$ cat config.mk
export PLATFORM = sky130hd
export DESIGN_NAME = dpot_spi_ctrl
export DESIGN_NICKNAME = d
export VERILOG_FILES = /design/src/rtl/dpot_spi_ctrl.sv
export SDC_FILE = /design/constraint.sdc
export NUM_CORES = 1
export LEC_CHECK = 0
export BUFFER_PORTS_ARGS = -buffer_cell sky130_fd_sc_hd__buf_2
export CAP_MARGIN = 15
export CORE_MARGIN = 10
export CORE_UTILIZATION = 45
export CTS_CLUSTER_DIAMETER = 60
export DETAILED_ROUTE_END_ITERATION = 10
export GPL_TIMING_DRIVEN = 0
export MAX_ROUTING_LAYER = met4
export SLEW_MARGIN = 5
export SYNTH_ARGS = -nofsm -noshare
export SYNTH_HDL_FRONTEND = slang
export SYNTH_SLANG_ARGS = --single-unit
$ cat constraint.sdc
create_clock -name clk -period 7.2 [get_ports clk]
set_clock_uncertainty 0.05 [all_clocks]
set_input_delay 0.72 -clock clk [delete_from_list [all_inputs] [get_ports clk]]
set_output_delay 0.72 -clock clk [all_outputs]
set_load 0.005 [all_outputs]
$ cat src/rtl/dpot_spi_ctrl.sv
module dpot_spi_ctrl #(
  parameter int          VAL_W    = 6,
  parameter logic [3:0]  DEV_TYPE = 4'b0101
) (
  input  logic               clk,
  input  logic               rst_n,
  input  logic               sck,
  input  logic               si,
  input  logic               cs_n,
  input  logic               hold_n,
  input  logic [1:0]         addr_strap,
  input  logic               wp_n,
  input  logic               nv_busy,
  output logic               so,
  output logic               so_oe,
  output logic [2*VAL_W-1:0] wiper_pos,
  output logic               nv_req,
  output logic               nv_all,
  output logic               nv_pot,
  output logic [1:0]         nv_sel,
  output logic [2*VAL_W-1:0] nv_data
);
  localparam logic [3:0] OP_RDW  = 4'b1001, OP_WRW  = 4'b1010, OP_RDD = 4'b1011,
                         OP_WRD  = 4'b1100, OP_D2W  = 4'b1101, OP_W2D = 4'b1110,
                         OP_STEP = 4'b0010, OP_GD2W = 4'b0001, OP_GW2D = 4'b1000,
                         OP_STAT = 4'b0101;
  localparam logic [VAL_W-1:0] MAXV = '1;
  localparam logic [VAL_W-1:0] ONE  = 1;
  localparam int PADW = 8 - VAL_W;

  function automatic logic known_op(input logic [3:0] o);
    case (o)
      OP_RDW, OP_WRW, OP_RDD, OP_WRD, OP_D2W, OP_W2D,
      OP_STEP, OP_GD2W, OP_GW2D, OP_STAT: return 1'b1;
      default: return 1'b0;
    endcase
  endfunction

  logic             sck_q, cs_q, armed, paused, bad, rd_phase, so_q;
  logic [4:0]       cnt;
  logic [6:0]       sh;
  logic [3:0]       op;
  logic [1:0]       rsel;
  logic             pot;
  logic [VAL_W-1:0] dat;
  logic [7:0]       rdat;
  logic [VAL_W-1:0] wcr [2];
  logic [VAL_W-1:0] dr  [2][4];

  wire       active  = armed & ~cs_n;
  wire       rise    = active & ~paused & sck & ~sck_q;
  wire       fall    = active & ~paused & ~sck & sck_q;
  wire       cs_rise = armed & cs_n & ~cs_q;
  wire [7:0] byte_in = {sh, si};
  wire [3:0] op_in   = byte_in[7:4];
  wire       id_ok   = (byte_in[7:4] == DEV_TYPE) && (byte_in[3:2] == 2'b00) &&
                       (byte_in[1:0] == addr_strap);
  wire       ins_ok  = known_op(op_in) && !byte_in[1] && (!nv_busy || op_in == OP_STAT);
  wire       is_rd   = (op == OP_RDW) || (op == OP_RDD) || (op == OP_STAT);
  wire       step_en = rise && !bad && (op == OP_STEP) && (cnt >= 5'd16);

  wire exec    = cs_rise && !bad;
  wire len16   = (cnt == 5'd16);
  wire len24   = (cnt == 5'd24);
  wire do_wrw  = exec && (op == OP_WRW)  && len24;
  wire do_wrd  = exec && (op == OP_WRD)  && len24 && wp_n;
  wire do_d2w  = exec && (op == OP_D2W)  && len16;
  wire do_w2d  = exec && (op == OP_W2D)  && len16 && wp_n;
  wire do_gd2w = exec && (op == OP_GD2W) && len16;
  wire do_gw2d = exec && (op == OP_GW2D) && len16 && wp_n;
  wire do_st   = do_wrd | do_w2d | do_gw2d;

  logic [7:0] rd_mux;
  always_comb begin
    case (op_in)
      OP_RDW:  rd_mux = {{PADW{1'b0}}, wcr[byte_in[0]]};
      OP_RDD:  rd_mux = {{PADW{1'b0}}, dr[byte_in[0]][byte_in[3:2]]};
      OP_STAT: rd_mux = {7'b0, nv_busy};
      default: rd_mux = 8'h00;
    endcase
  end

  // serial frame sequencing
  always_ff @(posedge clk or negedge rst_n) begin
    if (!rst_n) begin
      sck_q <= 1'b0; cs_q <= 1'b0; armed <= 1'b0; paused <= 1'b0;
      bad <= 1'b0; rd_phase <= 1'b0; so_q <= 1'b0; cnt <= '0; sh <= '0;
      op <= '0; rsel <= '0; pot <= 1'b0; dat <= '0; rdat <= '0;
    end else begin
      sck_q <= sck;
      cs_q  <= cs_n;
      if (!cs_n && cs_q) armed <= 1'b1;
      if (cs_n) begin
        cnt <= '0; bad <= 1'b0; rd_phase <= 1'b0; paused <= 1'b0; so_q <= 1'b0;
      end else if (active) begin
        if (!paused && !hold_n && !sck)    paused <= 1'b1;
        else if (paused && hold_n && !sck) paused <= 1'b0;
        if (rise) begin
          sh <= byte_in[6:0];
          if (cnt != 5'd31) cnt <= cnt + 5'd1;
          if (cnt == 5'd7 && !id_ok) bad <= 1'b1;
          if (cnt == 5'd15 && !bad) begin
            op   <= op_in;
            rsel <= byte_in[3:2];
            pot  <= byte_in[0];
            rdat <= rd_mux;
            if (!ins_ok) bad <= 1'b1;
          end
          if (cnt == 5'd23) dat <= byte_in[VAL_W-1:0];
        end
        if (fall && !bad && is_rd && cnt >= 5'd16) begin
          rd_phase <= 1'b1;
          so_q     <= (cnt <= 5'd23) ? rdat[~cnt[2:0]] : 1'b0;
        end
      end
    end
  end

  // wiper and data register bank
  always_ff @(posedge clk or negedge rst_n) begin
    if (!rst_n) begin
      for (int p = 0; p < 2; p++) begin
        wcr[p] <= '0;
        for (int r = 0; r < 4; r++) dr[p][r] <= '0;
      end
    end else begin
      if (step_en) begin
        if (si && wcr[pot] != MAXV)      wcr[pot] <= wcr[pot] + ONE;
        else if (!si && wcr[pot] != '0) wcr[pot] <= wcr[pot] - ONE;
      end
      if (do_wrw) wcr[pot] <= dat;
      if (do_d2w) wcr[pot] <= dr[pot][rsel];
      if (do_wrd) dr[pot][rsel] <= dat;
      if (do_w2d) dr[pot][rsel] <= wcr[pot];
      for (int p = 0; p < 2; p++) begin
        if (do_gd2w) wcr[p] <= dr[p][rsel];
        if (do_gw2d) dr[p][rsel] <= wcr[p];
      end
    end
  end

  // store requests
  wire [VAL_W-1:0] store_val = do_wrd ? dat : wcr[pot];
  always_ff @(posedge clk or negedge rst_n) begin
    if (!rst_n) begin
      nv_req <= 1'b0; nv_all <= 1'b0; nv_pot <= 1'b0; nv_sel <= '0; nv_data <= '0;
    end else begin
      nv_req <= do_st;
      if (do_st) begin
        nv_all <= do_gw2d;
        nv_pot <= pot;
        nv_sel <= rsel;
        for (int p = 0; p < 2; p++)
          nv_data[p*VAL_W +: VAL_W] <= do_gw2d ? wcr[p] :
                                       (pot == 1'(p)) ? store_val : dr[p][rsel];
      end
    end
  end

  assign so        = so_q;
  assign so_oe     = rd_phase & ~paused & ~cs_n;
  assign wiper_pos = {wcr[1], wcr[0]};

  a_r1_idle_until_armed: assert property (@(posedge clk) disable iff (!rst_n)
    !armed |-> (cnt == 5'd0 && !rd_phase));
  a_r2_reply_starts_after_instr: assert property (@(posedge clk) disable iff (!rst_n)
    $rose(rd_phase) |-> (cnt == 5'd16));
  a_r8_req_follows_deselect: assert property (@(posedge clk) disable iff (!rst_n)
    nv_req |-> $past(cs_n));
  a_r8_req_needs_wp_high: assert property (@(posedge clk) disable iff (!rst_n)
    nv_req |-> $past(wp_n));
  a_r9_step_holds_top: assert property (@(posedge clk) disable iff (!rst_n)
    (step_en && si && !pot && wcr[0] == MAXV) |=> (wcr[0] == MAXV));
  a_r12_pause_freezes_count: assert property (@(posedge clk) disable iff (!rst_n)
    (paused && !cs_n) |=> $stable(cnt));
endmodule

==> results_dict.tcl <==
set metrics [dict create \
    fin_crit_sh_pct 63.7 \
    crit_family "buffers and inverters" \
    drt-total-wl_um 28800 \
    grt_pass1_vias 6918 \
    post_drt_wl_per_cell_um 26.2 \
    synth_area_sq_um 7670 \
    fmax_mhz 218 \
    cp.depth 13 \
    remaining_drc_errors 0 \
    hold_violations 0 \
    cts_hold_buf 0 \
    slowest_delay_ps 460 \
    cpMostUsedCell "buf_2" \
    synthArstFlopShare_pct 100 \
    arrival_ps 4840 \
    grt_start_max_net_pins 77 \
    initial_core_util_pct 46.1 \
    insertion_delay_ps 430 \
    final_area_sq_um 8770 \
    cts_num_sinks 115 \
    final_common_cell "dfrtp_1" \
    yosysUniqueCellTypes 73 \
    antenna_found_initial 0 \
    placed_cells 1066 \
    crit_chain "buf_2, buf_2, buf_2, buf_2, clkbuf_1, mux2i_1, ha_1, and4bb_2, o22ai_1, mux2i_1, nor3_1, mux2_2, a221o_1" \
    synthesis.nets 826 \
    dp.final_hpwl_um 21000 \
    finalSetupViolCount 0 \
    ios 41 \
    ir_worst_vdd_uv 157 \
    drt_iter0_markers 690 \
    port_buffers 39 \
    reg2reg_depth 13 \
    drtPass1Iterations 6 \
    cts_root_buffer "clkbuf_16" \
    clk_pin_slew_ps 60 \
    postPlaceCellArea_sq_um 8170 \
    ant_nets 0 \
    slowest_stage "clkbuf_1" \
    final_cell_mix "dfrtp_1 (115), nand2_1 (79), nor2_1 (67), mux2i_1 (57), buf_2 (54)" \
    ys_seq_area_share_pct 37.5 \
    cts_resized 0 \
    tightest_slew_ps 926 \
    startpoint_type "flop" \
    cts_tree "done" \
    cap_violations 0 \
    track_usage_pct 26.3 \
    max_slew_margin_pct 38.3 \
    syn2layout_area_growth_pct 14.4 \
    dr_total_vias 7075 \
    synth_edf_count 0 \
    cp-end-kind "flop" \
    vias_per_cell 6.45 \
    rsz0062_at_grt "no" \
    antennaDiodeCount 0 \
    rows 47 \
    path_class "reg -> reg" \
    postCtsSetupBuffers 0 \
    path_buf_inv 5 \
    clk_path_buf_depth 2 \
    period_minus_slack_ps 4590 \
    crit_required_ps 7450 \
    globalRoute.totalOverflow 0 \
    drive_above_1_share_pct 19.4 \
    die_h_um 151 \
    outcome "finished, final reports clean" \
    fin_setup_tns_ps 0 \
    yosys_warnings 0 \
    die_area_sq_um 22700 \
    crit_fanout 10 \
    synth_ff_type "dfrtp_1" \
    p_per_area_nw_per_um2 193 \
    dieWidth_um 151 \
    slew_viol_final 0 \
    leakage_uw 0.00397 \
    numCtsBuffers 17 \
    globalplace.congestion 0.989 \
    grt_pass1_wl_um 43100 \
    nets 885 \
    syn_area_per_cell_sq_um 9.51 \
    synth_seq_cells 115 \
    cts_max_level 4 \
    synthCells 806 \
    final_cells 1097 \
    min_path_type "in -> async" \
    core_area_sq_um 16600 \
]
==> cell families (layout without fill, tap and decap cells) <==
kind of cell             Yosys count  count (layout)  share of synthesized area [%]
AND/OR/NAND/NOR                  264             264                           17.5
AO/OA/AOI/OAI                    205             205                           17.4
multiplexers                     119             119                           20.2
flip-flops                       115             115                           37.5
buffers and inverters             83             154                           4.57
adder cells (fa/ha/maj)           10              10                           1.63
XOR/XNOR                          10              10                           1.14
==> metrics by stage <==
stage	setup slack [ps]	hold WS (ps)	power [uW]	utilization, %
finish	2610	153	1690	52.7
global route	2400	186	1740	52.7
CTS	2630	163	1690	52.7
detailed placement	2660	416	824	49.1
global placement	2610	408	818	48.9
floorplan	3780	374	769	-
==> flip-flops by register name, summed over array words and instances (netlist names) <==
register,cells
op,4
armed,1
sck_q,1
rdat,6
paused,1
rd_phase,1
nv_req,1
pot,1
cnt,5
wiper_pos,12
nv_sel,2
nv_data,12
nv_all,1
cs_q,1
dat,6
nv_pot,1
sh,7
so,1
dr,48
rsel,2
bad,1
==> layout make-up <==
class	count	area, sq um
tap	220	275
clock buffer	22	474
multi-input combinational	608	4440
buffer	66	287
timing repair buffer	40	229
fill	1523	7870
clock inverter	9	129
sequential	115	2880
inverter	17	63.8
==> final timing paths <==
| kind | startpoint | end | slack [ps] |
|---|---|---|---|
| worst min register to register | nv_data[4] | nv_data[4] | 420 |
| worst max register to register | pot | wiper_pos[2] | 2610 |
| worst min-delay path | rst_n | cnt[1] | 150 |
| worst max-delay path | pot | wiper_pos[2] | 2610 |
| min in group clk | sck | sck_q | 400 |
| max in group asynchronous | rst_n | op[0] | 6210 |
==> synthesized netlist by cell type (9+ instances only) <==
library cell | n | share of area, %
o31ai_1 | 11 | 1.1
nand2_1 | 79 | 3.9
o21ai_0 | 52 | 3.4
a21oi_1 | 43 | 2.8
clkbuf_1 | 40 | 2.0
inv_1 | 16 | 0.78
ha_1 | 10 | 1.6
nor3_1 | 19 | 1.2
nor2_1 | 67 | 3.3
o22ai_1 | 10 | 0.82
mux2i_1 | 57 | 7.4
and3_1 | 9 | 0.73
nand3_1 | 19 | 1.2
buf_2 | 16 | 1.0
mux4_2 | 25 | 7.3
mux2_2 | 37 | 5.4
dfrtp_1 | 115 | 38
==> layer usage <==
| metal | up-vias | global-route usage, % | wire, um |
|---|---|---|---|
| met4 | 0 | 10.2 | 904 |
| li1 | 3112 | - | - |
| met3 | 63 | 4.11 | 2260 |
| met5 | - | - | 0 |
| met1 | 3548 | 33.2 | 11800 |
| met2 | 352 | 41.6 | 13800 |
==> report_power, final <==
group | total [uW] | switching [uW] | internal [uW]
Combinational | 130 | 80.8 | 49.2
Sequential | 684 | 22.3 | 662
Clock | 878 | 310 | 568
No activity file was read; power rests on OpenSTA's default activity.
